**src/rtl/prb_pkg.sv**
```systemverilog
// Package: shared constants for the paged register bank.
// Assumes byte-wide data and an 8-bit address space.
package prb_pkg;
    localparam int DW = 8;
    localparam int AW = 8;

    // Page select register, reachable from every page
    localparam logic [AW-1:0] ADDR_SEL   = 8'hFF;

    // Lane page addresses
    localparam logic [AW-1:0] LA_RESET   = 8'h00;
    localparam logic [AW-1:0] LA_FLAGS   = 8'h01;
    localparam logic [AW-1:0] LA_LIVE    = 8'h02;
    localparam logic [AW-1:0] LA_BOOST   = 8'h03;
    localparam logic [AW-1:0] LA_PADA    = 8'h0E;
    localparam logic [AW-1:0] LA_PADB    = 8'h0F;
    localparam logic [AW-1:0] LA_CMD     = 8'h24;
    localparam logic [AW-1:0] LA_RATE    = 8'h2F;

    // Shared page addresses
    localparam logic [AW-1:0] SA_CTRL    = 8'h04;

    // Reset defaults
    localparam logic [DW-1:0] DEF_PADA   = 8'h93;
    localparam logic [DW-1:0] DEF_PADB   = 8'h69;
    localparam logic [DW-1:0] DEF_RATE   = 8'h06;
    localparam logic [DW-1:0] DEF_SCTRL  = 8'h3C;

    // Bit positions inside the reset register
    localparam int RB_DIV  = 0;
    localparam int RB_REF  = 1;
    localparam int RB_SOFT = 2;
    localparam int RB_CORE = 3;
endpackage

```
**src/rtl/prb_page_sel.sv**
```systemverilog
// Module: prb_page_sel
// Holds the sticky page-select register and turns it into write enables
// for the lanes and the shared page, plus a one-hot pick of the lowest
// selected lane for reads.
// Assumes NL <= 7 so the select value fits a byte.
module prb_page_sel
    import prb_pkg::*;
#(
    parameter int NL = 4
) (
    input  logic          clk,
    input  logic          rst_n,
    input  logic          wr_en,
    input  logic [AW-1:0] addr,
    input  logic [NL:0]   wsel,
    output logic [NL:0]   sel_q,
    output logic          sel_hit,
    output logic [NL-1:0] lane_wr,
    output logic [NL-1:0] lane_pick,
    output logic          lane_any,
    output logic          shared_pick,
    output logic          shared_wr
);
    localparam logic [NL:0] SEL_DEF = {1'b1, {NL{1'b0}}};

    logic [NL-1:0] mask;

    // Select register: only a write to the select address changes it
    always_ff @(posedge clk) begin
        if (!rst_n)
            sel_q <= SEL_DEF;
        else if (wr_en && sel_hit)
            sel_q <= wsel;
    end

    // Decode the page and pick the lowest selected lane
    always_comb begin
        sel_hit     = (addr == ADDR_SEL);
        mask        = sel_q[NL-1:0];
        lane_any    = |mask;
        lane_pick   = mask & (~mask + 1'b1);
        shared_pick = !lane_any && sel_q[NL];
        lane_wr     = (wr_en && !sel_hit) ? mask : '0;
        shared_wr   = wr_en && !sel_hit && shared_pick;
    end
endmodule

```
**src/rtl/prb_lane_regs.sv**
```systemverilog
// Module: prb_lane_regs
// One lane's register page: reset controls with a soft default restore,
// sticky clear-on-read loss flags, self-clearing command pulses and
// exported control fields.
// Assumes wr and rd_clr are already qualified by the page decode.
module prb_lane_regs
    import prb_pkg::*;
(
    input  logic          clk,
    input  logic          rst_n,
    input  logic          wr,
    input  logic          rd_clr,
    input  logic [AW-1:0] addr,
    input  logic [DW-1:0] wdata,
    input  logic          lock_in,
    input  logic          sig_in,
    output logic [DW-1:0] rd_val,
    output logic          rst_core,
    output logic          rst_ref,
    output logic          rst_div,
    output logic          ctle_go,
    output logic          dfe_go,
    output logic          eom_go,
    output logic [DW-1:0] boost,
    output logic [3:0]    rate,
    output logic          lol_flag,
    output logic          los_flag
);
    logic          soft_rst;
    logic [DW-1:0] pad_a, pad_b;
    logic [DW-2:0] rate_q;
    logic          lock_q, sig_q;
    logic          lol_evt, los_evt;

    assign soft_rst = wr && (addr == LA_RESET) && wdata[RB_SOFT];
    assign lol_evt  = lock_q && !lock_in;
    assign los_evt  = sig_q && !sig_in;
    assign rate     = rate_q[DW-2 -: 4];

    // Plain read/write fields, restored by hard or soft reset
    always_ff @(posedge clk) begin
        if (!rst_n || soft_rst) begin
            rst_core <= 1'b0;
            rst_ref  <= 1'b0;
            rst_div  <= 1'b0;
            boost    <= '0;
            pad_a    <= DEF_PADA;
            pad_b    <= DEF_PADB;
            rate_q   <= DEF_RATE[DW-1:1];
        end else if (wr) begin
            case (addr)
                LA_RESET: begin
                    rst_core <= wdata[RB_CORE];
                    rst_ref  <= wdata[RB_REF];
                    rst_div  <= wdata[RB_DIV];
                end
                LA_BOOST: boost  <= wdata;
                LA_PADA:  pad_a  <= wdata;
                LA_PADB:  pad_b  <= wdata;
                LA_RATE:  rate_q <= wdata[DW-1:1];
                default:  ;
            endcase
        end
    end

    // Command pulses: high for the one cycle after the commanding write
    always_ff @(posedge clk) begin
        if (!rst_n) begin
            ctle_go <= 1'b0;
            dfe_go  <= 1'b0;
            eom_go  <= 1'b0;
        end else begin
            ctle_go <= wr && (addr == LA_RATE) && wdata[0];
            dfe_go  <= wr && (addr == LA_CMD)  && wdata[2];
            eom_go  <= wr && (addr == LA_CMD)  && wdata[0];
        end
    end

    // Input history for loss detection
    always_ff @(posedge clk) begin
        if (!rst_n) begin
            lock_q <= 1'b0;
            sig_q  <= 1'b0;
        end else begin
            lock_q <= lock_in;
            sig_q  <= sig_in;
        end
    end

    // Sticky flags: a new event in the clearing cycle wins over the clear
    always_ff @(posedge clk) begin
        if (!rst_n || soft_rst) begin
            lol_flag <= 1'b0;
            los_flag <= 1'b0;
        end else begin
            lol_flag <= (lol_flag && !rd_clr) || lol_evt;
            los_flag <= (los_flag && !rd_clr) || los_evt;
        end
    end

    // Read value for the current address
    always_comb begin
        case (addr)
            LA_RESET: rd_val = {4'b0, rst_core, 1'b0, rst_ref, rst_div};
            LA_FLAGS: rd_val = {3'b0, lol_flag, 3'b0, los_flag};
            LA_LIVE:  rd_val = {3'b0, lock_in, 3'b0, sig_in};
            LA_BOOST: rd_val = boost;
            LA_PADA:  rd_val = pad_a;
            LA_PADB:  rd_val = pad_b;
            LA_RATE:  rd_val = {rate_q, 1'b0};
            default:  rd_val = '0;
        endcase
    end
endmodule

```
**src/rtl/prb_shared_regs.sv**
```systemverilog
// Module: prb_shared_regs
// The shared page: one read/write control byte with a non-zero default.
// Assumes wr is already qualified by the page decode.
module prb_shared_regs
    import prb_pkg::*;
(
    input  logic          clk,
    input  logic          rst_n,
    input  logic          wr,
    input  logic [AW-1:0] addr,
    input  logic [DW-1:0] wdata,
    output logic [DW-1:0] rd_val,
    output logic [DW-1:0] ctrl
);
    // Shared control byte storage
    always_ff @(posedge clk) begin
        if (!rst_n)
            ctrl <= DEF_SCTRL;
        else if (wr && addr == SA_CTRL)
            ctrl <= wdata;
    end

    // Read value for the current address
    always_comb begin
        rd_val = (addr == SA_CTRL) ? ctrl : '0;
    end
endmodule

```
**src/rtl/paged_reg_bank.sv**
```systemverilog
// Module: paged_reg_bank (top)
// A byte-wide register port in front of a shared page and NLANES lane pages,
// steered by a sticky page-select register at the top address.
// Assumes single-cycle wr_en/rd_en strobes; read data is registered.
module paged_reg_bank
    import prb_pkg::*;
#(
    parameter int NLANES = 4
) (
    input  logic                 clk,
    input  logic                 rst_n,
    input  logic                 wr_en,
    input  logic                 rd_en,
    input  logic [7:0]           addr,
    input  logic [7:0]           wdata,
    output logic [7:0]           rdata,
    input  logic [NLANES-1:0]    lock_in,
    input  logic [NLANES-1:0]    sig_in,
    output logic [NLANES-1:0]    lane_rst_core,
    output logic [NLANES-1:0]    lane_rst_ref,
    output logic [NLANES-1:0]    lane_rst_div,
    output logic [NLANES-1:0]    ctle_go,
    output logic [NLANES-1:0]    dfe_go,
    output logic [NLANES-1:0]    eom_go,
    output logic [8*NLANES-1:0]  lane_boost,
    output logic [4*NLANES-1:0]  lane_rate,
    output logic [7:0]           shared_ctrl
);
    localparam int SELW = NLANES + 1;
    localparam int PADW = DW - SELW;

    logic [SELW-1:0]   sel_q;
    logic              sel_hit, lane_any, shared_pick, shared_wr;
    logic [NLANES-1:0] lane_wr, lane_pick, rd_clr;
    logic [NLANES-1:0] lol_flag, los_flag;
    logic [DW-1:0]     lane_rd [NLANES];
    logic [DW-1:0]     shared_rd, lane_mux;

    prb_page_sel #(.NL(NLANES)) u_sel (
        .clk         (clk),
        .rst_n       (rst_n),
        .wr_en       (wr_en),
        .addr        (addr),
        .wsel        (wdata[SELW-1:0]),
        .sel_q       (sel_q),
        .sel_hit     (sel_hit),
        .lane_wr     (lane_wr),
        .lane_pick   (lane_pick),
        .lane_any    (lane_any),
        .shared_pick (shared_pick),
        .shared_wr   (shared_wr)
    );

    prb_shared_regs u_shared (
        .clk    (clk),
        .rst_n  (rst_n),
        .wr     (shared_wr),
        .addr   (addr),
        .wdata  (wdata),
        .rd_val (shared_rd),
        .ctrl   (shared_ctrl)
    );

    generate
        for (genvar g = 0; g < NLANES; g++) begin : g_lane
            // Flags clear only in the lane whose value is returned
            assign rd_clr[g] = rd_en && !sel_hit && lane_pick[g] && (addr == LA_FLAGS);

            prb_lane_regs u_lane (
                .clk      (clk),
                .rst_n    (rst_n),
                .wr       (lane_wr[g]),
                .rd_clr   (rd_clr[g]),
                .addr     (addr),
                .wdata    (wdata),
                .lock_in  (lock_in[g]),
                .sig_in   (sig_in[g]),
                .rd_val   (lane_rd[g]),
                .rst_core (lane_rst_core[g]),
                .rst_ref  (lane_rst_ref[g]),
                .rst_div  (lane_rst_div[g]),
                .ctle_go  (ctle_go[g]),
                .dfe_go   (dfe_go[g]),
                .eom_go   (eom_go[g]),
                .boost    (lane_boost[8*g +: 8]),
                .rate     (lane_rate[4*g +: 4]),
                .lol_flag (lol_flag[g]),
                .los_flag (los_flag[g])
            );
        end
    endgenerate

    // Select the read value of the lowest selected lane
    always_comb begin
        lane_mux = '0;
        for (int i = 0; i < NLANES; i++)
            if (lane_pick[i]) lane_mux = lane_mux | lane_rd[i];
    end

    // Registered read data, updated only on a read
    always_ff @(posedge clk) begin
        if (!rst_n)
            rdata <= '0;
        else if (rd_en) begin
            if (sel_hit)          rdata <= {{PADW{1'b0}}, sel_q};
            else if (lane_any)    rdata <= lane_mux;
            else if (shared_pick) rdata <= shared_rd;
            else                  rdata <= '0;
        end
    end
endmodule

```
**config.mk**
```make
export PLATFORM = sky130hd
export DESIGN_NAME = paged_reg_bank
export DESIGN_NICKNAME = d
export VERILOG_FILES = /design/src/rtl/prb_pkg.sv /design/src/rtl/prb_page_sel.sv /design/src/rtl/prb_lane_regs.sv /design/src/rtl/prb_shared_regs.sv /design/src/rtl/paged_reg_bank.sv
export SDC_FILE = /design/constraint.sdc
export NUM_CORES = 1
export LEC_CHECK = 0
export CELL_PAD_IN_SITES_DETAIL_PLACEMENT = 1
export CELL_PAD_IN_SITES_GLOBAL_PLACEMENT = 2
export CORE_MARGIN = 1.5
export CORE_UTILIZATION = 37
export CTS_CLUSTER_DIAMETER = 150
export DETAILED_ROUTE_END_ITERATION = 8
export DONT_BUFFER_PORTS = 1
export PLACE_DENSITY = 0.86
export SYNTH_ARGS = -nofsm -noshare
export SYNTH_HDL_FRONTEND = slang
export SYNTH_SLANG_ARGS = --single-unit
export TNS_END_PERCENT = 100
```
**constraint.sdc**
```tcl
create_clock -name clk -period 3.28 [get_ports clk]
set_input_delay 0.656 -clock clk [delete_from_list [all_inputs] [get_ports clk]]
set_output_delay 0.656 -clock clk [all_outputs]
set_load 0.05 [all_outputs]
```
==> results of run 1 <==
-- cell type report --
cell class | instances | area [um2]
Tap cell | 285 | 356.6
Fill cell | 2752 | 13470
Clock buffer | 18 | 439.2
Clock inverter | 14 | 171.4
Multi-Input combinational cell | 796 | 4153
Sequential cell | 185 | 3704
Timing Repair Buffer | 33 | 272.8
Inverter | 1 | 3.754
-- path summary, 6_finish.rpt --
check	start	endpoint	slack [ns]	cells past startpoint
hold reg to reg	g_lane[3].u_lane.pad_b[7]$_SDFFE_PP0P_	g_lane[3].u_lane.pad_b[7]$_SDFFE_PP0P_	0.45	2
hold / removal	rst_n	u_sel.sel_q[4]$_SDFFE_PN1P_	0.32	1
setup / recovery	addr[7]	g_lane[3].u_lane.boost[2]$_SDFFE_PP0P_	0.69	8
setup reg to reg	u_sel.sel_q[0]$_SDFFE_PN0P_	u_shared.ctrl[7]$_SDFFE_PN0P_	0.90	6
-- Yosys cell counts, drive strengths merged, types with 2 or more instances --
cell type	number
and2	12
nand3	66
a32oi	6
or4b	2
mux2i	17
o32ai	4
nand2	335
nor3	13
or2	2
a2111oi	3
a22oi	19
o221ai	2
o22ai	6
a221oi	3
nor2	69
buf	63
a22o	8
nand4	2
dfxtp	185
o21ai	27
clkbuf	46
mux4	3
nor2b	10
and3	5
nand2b	3
o211ai	6
mux2	13
a21oi	123
a21boi	8
a32o	4
o21a	4
or3	3
a221o	7
nor4	2
-- kinds of logic after synthesis --
group	count (synthesis)
and+or+nand+nor	529
AOI/OAI and AO/OA	234
DFF	185
buffers and inverters	110
muxes	33
-- flip-flops by register name, indices dropped and copies added, names as in the netlist --
signal / flops
g_lane.u_lane.dfe_go: 4
g_lane.u_lane.eom_go: 4
u_shared.ctrl: 8
g_lane.u_lane.los_flag: 4
g_lane.u_lane.pad_a: 32
g_lane.u_lane.boost: 32
u_sel.sel_q: 5
g_lane.u_lane.sig_q: 4
g_lane.u_lane.lock_q: 4
g_lane.u_lane.rst_core: 4
rdata: 8
g_lane.u_lane.ctle_go: 4
g_lane.u_lane.rst_div: 4
g_lane.u_lane.pad_b: 32
g_lane.u_lane.rate_q: 28
g_lane.u_lane.rst_ref: 4
g_lane.u_lane.lol_flag: 4
-- stage by stage --
stage                     instance area [um2]  std cells  power [mW]  setup WS (ns)  hold WS [ns]
final                                    9100       1332       4.590         0.6888        0.3237
after global routing                     9100       1332       4.702         0.5983        0.3058
after CTS                                9100       1332       4.610         0.7734        0.2908
after detailed placement                 8489       1300       2.458         0.3602        0.4478
after global placement                   8489       1300       2.456         0.4388        0.4367
after floorplan                          8496       1091       2.461         0.3233        0.4259
-- per-layer routing --
layer  vias up  share of wire, %  global-route usage, %
li1       3586                 -                      -
met1      3915                45                  37.54
met2       321                45                  42.49
met3        49               7.4                  6.612
met4         0               2.9                  9.478
met5         -                 0                      0
-- power breakdown --
part	internal, mW	switching [mW]
registers	2.26	0.00537
clock network	1.23	0.954
logic	0.0586	0.0889
total	3.54	1.05
==> impl_metrics.tcl, run 1 <==
set metrics [dict create \
    dpl.hpwl_mm 23.04 \
    area_growth_pct 7.113 \
    cp_max_fo 13 \
    finalMaxSlewViolations 0 \
    clkSinkCount 185 \
    start_util_pct 37.64 \
    ys.flop_type "dfxtp_1" \
    cts_buffers 17 \
    path_class "input port to flip-flop" \
    grt_max_degree 37 \
    grt_pass1_wl_mm 49.57 \
    crit_chain "or4_1 > buf_4 > nor3_1 > buf_4 > nand2_1 > nor2_1 > nand2_1 > a21oi_1" \
    drtIter0Drc 807 \
    ys_warn_count 0 \
    viasPerCell 5.909 \
    synth_top_family_by_area "simple AND/OR/NAND/NOR gates" \
    finalHoldViolations 0 \
    period_minus_slack_ns 2.591 \
    cap_viol_max_count 0 \
    critPathArrivalTime_ns 2.95 \
    start_kind "input port" \
    die_h_um 154.5 \
    synthXorXnorAreaFrac_pct 0 \
    layout_commonest_cell "nand2_1" \
    fin_skew_ns 0.006326 \
    routed_wl_mm 32.63 \
    clock_latency_ns 0.44 \
    end_kind "flip-flop" \
    antenna_found_initial 0 \
    post-route-util_pct 40.32 \
    peakVddDrop_v 0.0003298 \
    slew_headroom_pct 46.01 \
    power.leakage_nw 3.106 \
    critical_path_buf_inv_count 2 \
    clock_path_buffers 2 \
    post_cts_buffers 0 \
    syn-instance-count 1091 \
    synth_area_leaders "dfxtp_1 (44%), nand2_1 (15%), a21oi_1 (6.7%)" \
    rsz0062_at_grt "false" \
    ctsHoldBuffers 0 \
    synth_compound_area_share_pct 17.86 \
    final_cell_mix "nand2_1 (335), dfxtp_1 (185), a21oi_1 (114)" \
    synthMuxAreaShare_pct 4.521 \
    cts_resized 0 \
    clkTransAtPathRegs_ns 0.07 \
    synth-seq-cells 185 \
    grt_overflow 0 \
    async_flop_share_pct 0 \
    cp_slowest_cell "or4_1" \
    place_congestion 0.8667 \
    synthAdderAreaFrac_pct 0 \
    fmax_mhz 385.9 \
    ys_seq_area_share_pct 43.59 \
    synthSimpleGateAreaFrac_pct 26.49 \
    status "finished, final reports clean" \
    hp-class "input port to flip-flop" \
    yosysTopAreaCellShare_pct 43.59 \
    post-route-period-util_pct 79.00 \
    pwr_density_cell_nw_per_um2 504.4 \
    coreArea_um2 22570 \
    finalSetupViolations 0 \
    routedWlPerCell_um 24.50 \
    setup_tns_ns 0 \
    nets 1062 \
    drive_above_1_share_pct 10.12 \
    cts_tree "done" \
    chipWidth_um 154.5 \
    max_stage_delay_ns 0.61 \
    synth_top_area_cell "dfxtp_1" \
    rows 55 \
    io_buffers 0 \
    synth_cell_types 52 \
    synth_fp_nets 1119 \
    cts.htree.levels 4 \
    syn_area_um2 8496 \
    synth_edf_count 0 \
    path_delay_family "simple AND/OR/NAND/NOR gates" \
    die_area_um2 23880 \
    worst_slew_pin_slew_ns 0.8037 \
    grt_use_total_pct 27.51 \
    syn_avg_cell_area_um2 7.787 \
    grt_pass1_vias 7814 \
    detail-route-antenna-nets 0 \
    firstDrtPassIters 5 \
    root_buffer "clkbuf_16" \
    vias 7871 \
    io-pin-count 116 \
    num_antenna_cells 0 \
    cp_data_required_time_ns 3.64 \
    drc_errors 0 \
]
(Power assumes the default switching activity.)
==> run 2, diff against run 1 <==
==> constraint.sdc (replaced) <==
create_clock -name clk -period 2.6 [get_ports clk]
set_input_delay 0.52 -clock clk [delete_from_list [all_inputs] [get_ports clk]]
set_output_delay 0.52 -clock clk [all_outputs]
set_load 0.05 [all_outputs]
==> impl_metrics.tcl, run 2 (same netlist as run 1, synthesis figures left out) <==
set metrics [dict create \
    status "finished, final reports clean" \
    fmax_mhz 444.0 \
    path_delay_family "simple AND/OR/NAND/NOR gates" \
    clock_path_buffers 2 \
    fillers 2767 \
    layout_commonest_cell "nand2_1" \
    detail-route-antenna-nets 0 \
    vias 7981 \
    ctsHoldBuffers 0 \
    finalSetupViolations 0 \
    firstDrtPassIters 4 \
    setup_ws_ns 0.3479 \
    pwr_density_cell_nw_per_um2 604.6 \
    die_area_um2 23880 \
    period_minus_slack_ns 2.252 \
    critical_path_buf_inv_count 0 \
    drive_above_1_share_pct 13.16 \
    clock_latency_ns 0.44 \
    chipWidth_um 154.5 \
    antenna_found_initial 0 \
    peakVddDrop_v 0.0003821 \
    root_buffer "clkbuf_16" \
    setup_tns_ns 0 \
    start_util_pct 37.64 \
    dp_cells 1340 \
    placed_area_um2 8827 \
    cp_data_required_time_ns 2.98 \
    start_kind "input port" \
    critPathArrivalTime_ns 2.63 \
    area_growth_pct 10.75 \
    rsz0062_at_grt "false" \
    path_class "input port to flip-flop" \
    dpl.hpwl_mm 23.07 \
    finalHoldViolations 0 \
    io_buffers 0 \
    final_cell_area_um2 9409 \
    cap_viol_max_count 0 \
    cts_buffers 17 \
    p_total_mw 5.689 \
    grt_pass1_vias 7960 \
    grt_pass1_wl_mm 49.60 \
    max_stage_delay_ns 0.61 \
    cp_slowest_cell "or4b_4" \
    final_cell_mix "nand2_1 (335), dfxtp_1 (185), a21oi_1 (114)" \
    post_cts_buffers 0 \
    nets 1102 \
    hp-class "input port to flip-flop" \
    worst_slew_pin_slew_ns 1.003 \
    place_ws_ns -0.08524 \
    crit_chain "or4_1 > or3_1 > or4b_4 > o21a_1 > nand3_1" \
    post-route-period-util_pct 86.62 \
    cts_tree "done" \
    clkTransAtPathRegs_ns 0.07 \
    clkSinkCount 185 \
    routed_wl_mm 32.71 \
    power.leakage_nw 3.313 \
    cp_max_fo 10 \
    finalMaxSlewViolations 0 \
    top_regs "g_lane.u_lane.boost x32, g_lane.u_lane.pad_a x32, g_lane.u_lane.pad_b x32" \
    routedWlPerCell_um 23.84 \
    stdcell_count 1372 \
    rows 55 \
    coreArea_um2 22570 \
    num_antenna_cells 0 \
    grt_use_total_pct 27.66 \
    cts_resized 0 \
    grt_overflow 0 \
    viasPerCell 5.817 \
    drtIter0Drc 638 \
    fin_skew_ns 0.006747 \
    io-pin-count 116 \
    place_congestion 0.9499 \
    end_kind "flip-flop" \
    cts.htree.levels 4 \
    drc_errors 0 \
    grt_max_degree 37 \
    die_h_um 154.5 \
    slew_headroom_pct 32.88 \
]
run 2: final timing paths:
kind                                          start                                      to  slack (ns)  depth (start not counted)
min reg2reg  g_lane[2].u_lane.pad_b[4]$_SDFFE_PP0P_  g_lane[2].u_lane.pad_b[4]$_SDFFE_PP0P_        0.45                          2
max                                         addr[7]  g_lane[3].u_lane.pad_a[7]$_SDFFE_PP1P_        0.35                          5
min                                           rst_n           u_shared.ctrl[4]$_SDFFE_PN1P_        0.15                          1
max reg2reg             u_sel.sel_q[1]$_SDFFE_PN0P_                   rdata[7]$_SDFFE_PN0P_        0.48                          6
run 2: metal layers:
| layer | part of all wire, % | global-route usage, % | routed length, um |
|---|---|---|---|
| met1 | 44 | 36.77 | 14390 |
| met2 | 45 | 43.69 | 14670 |
| met3 | 7.7 | 6.192 | 2534 |
| met4 | 3.4 | 10.71 | 1109 |
| met5 | 0 | 0 | 0 |
run 2: stage by stage:
stage	hold slack, ns	util [%]
floorplan	0.4259	-
global placement	0.4370	39.11
finish	0.1547	41.69
global route	0.1483	41.69
detailed placement	0.4461	39.11
CTS	0.1413	41.69
run 2: cell type report:
cell class / instances / area [um2] / area share [%]
multi-input cells: 796 / 4153 / 44.14
flip-flops and latches: 185 / 3704 / 39.36
repair buffers: 73 / 610.6 / 6.489
clock buffers: 22 / 464.2 / 4.934
well taps: 285 / 356.6 / 3.790
clock inverters: 10 / 117.6 / 1.250
inverters: 1 / 3.754 / 0.03989
run 2: where the power goes:
part | internal, mW | total [mW] | switching (mW)
sequential | 2.85 | 2.85 | 0.00637
combinational | 0.0800 | 0.196 | 0.116
clock | 1.47 | 2.64 | 1.17
run 2: worst reg2reg max path: cells and delay by family, from the launching register on:
family	cells	cell delay (ns)
AO/OA/AOI/OAI	4	0.97
AND/OR/NAND/NOR	2	0.44
flip-flops	1	0.58
==> run 3, diff against run 2 <==
--- a/config.mk
+++ b/config.mk
@@ -12,6 +12,7 @@
 export CTS_CLUSTER_DIAMETER = 150
 export DETAILED_ROUTE_END_ITERATION = 8
 export DONT_BUFFER_PORTS = 1
+export GPL_TIMING_DRIVEN = 0
 export PLACE_DENSITY = 0.86
 export SYNTH_ARGS = -nofsm -noshare
 export SYNTH_HDL_FRONTEND = slang
==> impl_metrics.tcl, run 3 (same netlist as run 1, synthesis figures left out) <==
set metrics [dict create \
    clkSinkCount 185 \
    viasPerCell 5.915 \
    holdCritStartpoint "sig_in[3]" \
    end_kind "flip-flop" \
    status "complete, but fails checks" \
    grt_pass1_vias 8116 \
    grt_use_total_pct 31.44 \
    reg2reg_depth 8 \
    cp_max_fo 10 \
    chipWidth_um 154.5 \
    fmax_mhz 382.3 \
    layout_commonest_cell "nand2_1" \
    hp-class "input port to flip-flop" \
    antenna_found_initial 0 \
    final_cell_mix "nand2_1 (332), dfxtp_1 (185), a21oi_1 (114)" \
    fin_skew_ns 0.01478 \
    placed_area_um2 8852 \
    clock_path_buffers 2 \
    stdcell_count 1425 \
    detail-route-antenna-nets 0 \
    whs_ns 0.1876 \
    post-route-util_pct 43.22 \
    drtIter0Drc 850 \
    nets 1155 \
    vias 8429 \
    start_util_pct 37.64 \
    startpoint "addr[7]" \
    cp_data_required_time_ns 2.94 \
    io-pin-count 116 \
    cap_viol_max_count 0 \
    post-route-period-util_pct 100.6 \
    start_kind "input port" \
    num_antenna_cells 0 \
    grt_pass1_wl_mm 54.97 \
    r2r_start "u_sel.sel_q[0]$_SDFFE_PN0P_" \
    clock_latency_ns 0.45 \
    final_cell_area_um2 9754 \
    r2r_end "rdata[7]$_SDFFE_PN0P_" \
    routedWlPerCell_um 26.41 \
    dpl.hpwl_mm 26.50 \
    die_h_um 154.5 \
    ctsHoldBuffers 0 \
    peakVddDrop_v 0.0003220 \
    setup_ws_ns -0.01582 \
    power.leakage_nw 3.454 \
    finalHoldViolations 0 \
    drive_above_1_share_pct 15.79 \
    reg2reg_slack_ns 0.12 \
    routed_wl_mm 37.64 \
    slew_headroom_pct 26.41 \
    endpoint "g_lane[3].u_lane.rst_ref$_SDFFE_PP0P_" \
    die_area_um2 23880 \
    root_buffer "clkbuf_16" \
    firstDrtPassIters 6 \
    path_class "input port to flip-flop" \
    cts.htree.levels 4 \
    violations "setup timing" \
    fillers 2775 \
    top_regs "g_lane.u_lane.boost x32, g_lane.u_lane.pad_a x32, g_lane.u_lane.pad_b x32" \
    dp_cells 1376 \
    io_buffers 0 \
    grt_max_degree 18 \
    place_congestion 0.9502 \
    cts_tree "done" \
    clkTransAtPathRegs_ns 0.08 \
    area_growth_pct 14.82 \
    cts_buffers 17 \
    period_minus_slack_ns 2.616 \
    drc_errors 0 \
    finalMaxSlewViolations 0 \
    setup_tns_ns -0.01929 \
    critPathArrivalTime_ns 2.95 \
    pwr_density_cell_nw_per_um2 610.3 \
    grt_overflow 0 \
    rows 55 \
    finalSetupViolations 2 \
    worst_slew_pin_slew_ns 1.104 \
    coreArea_um2 22570 \
]
## run 3: cell types whose count changed in the layout (fill, tap and decap cells not counted), moves of 4 or more
cell	previous run	this run
clkbuf_2	0	9
buf_6	0	7
nor2_2	6	20
clkbuf_1	3	34
buf_4	68	56
buf_2	0	6
buf_1	0	4
nor2_1	63	49
## run 3: what timing repair did
item | 4_1_cts | 5_1_grt
resized for setup | 27 | 27
buffers inserted | 10 | 7
hold endpoints to repair | 0 | 0
setup endpoints to repair | 173 | 159
pin swaps | 5 | 3
gates cloned | 1 | 0
## run 3: power breakdown
group | internal, mW | switching (mW) | total [mW] | leakage, nW
Sequential | 2.84 | 0.00694 | 2.85 | 1.49
Clock | 1.43 | 1.30 | 2.73 | 0.282
Combinational | 0.107 | 0.262 | 0.369 | 1.68
Total | 4.38 | 1.57 | 5.95 | 3.45
## run 3: worst min-delay path by stage
| stage | endpoint | slack (ns) | cells after the start |
|---|---|---|---|
| floorplan | g_lane[2].u_lane.rate_q[2]$_SDFFE_PP0P_ | 0.43 | 2 |
| global placement | g_lane[2].u_lane.rate_q[2]$_SDFFE_PP0P_ | 0.44 | 2 |
| detailed placement | g_lane[1].u_lane.pad_b[1]$_SDFFE_PP0P_ | 0.45 | 2 |
| CTS | g_lane[0].u_lane.lock_q$_SDFF_PN0_ | 0.18 | 1 |
| global route | g_lane[0].u_lane.lock_q$_SDFF_PN0_ | 0.18 | 1 |
| finish | g_lane[3].u_lane.sig_q$_SDFF_PN0_ | 0.19 | 1 |
## run 3: final cells by class
class                           count  area, um2  area share [%]
Buffer                            108      704.4           7.222
Clock buffer                       20      466.7           4.785
Clock inverter                     12      128.9           1.321
Inverter                            1      5.005         0.05131
Multi-Input combinational cell    796       4217           43.23
Sequential cell                   185       3704           37.97
Tap cell                          285      356.6           3.656
Timing Repair Buffer               18      172.7           1.770
## run 3: per-layer routing
metal / vias up / share of wire, % / global-route usage (%)
met5: - / 0 / 0
met3: 67 / 8.7 / 5.632
met2: 412 / 45 / 49.46
met4: 0 / 3.1 / 11.54
met1: 4180 / 43 / 43.06
li1: 3770 / - / -
## run 3: worst max-delay path: stages
cell     delay (ns)
or4_4          0.51
buf_6          0.16
nor3_1         0.49
nand2_1        0.42
buf_1          0.38
o21ai_0        0.36
a21oi_2        0.09
## run 3: through the flow
step	setup WS [ns]	total power [mW]
2_1_floorplan	-0.1955	3.105
3_3_place_gp	-1.469	3.246
3_5_place_dp	-1.421	3.247
4_1_cts	0.0003908	5.938
5_1_grt	-0.01321	6.101
6_report	-0.01582	5.953
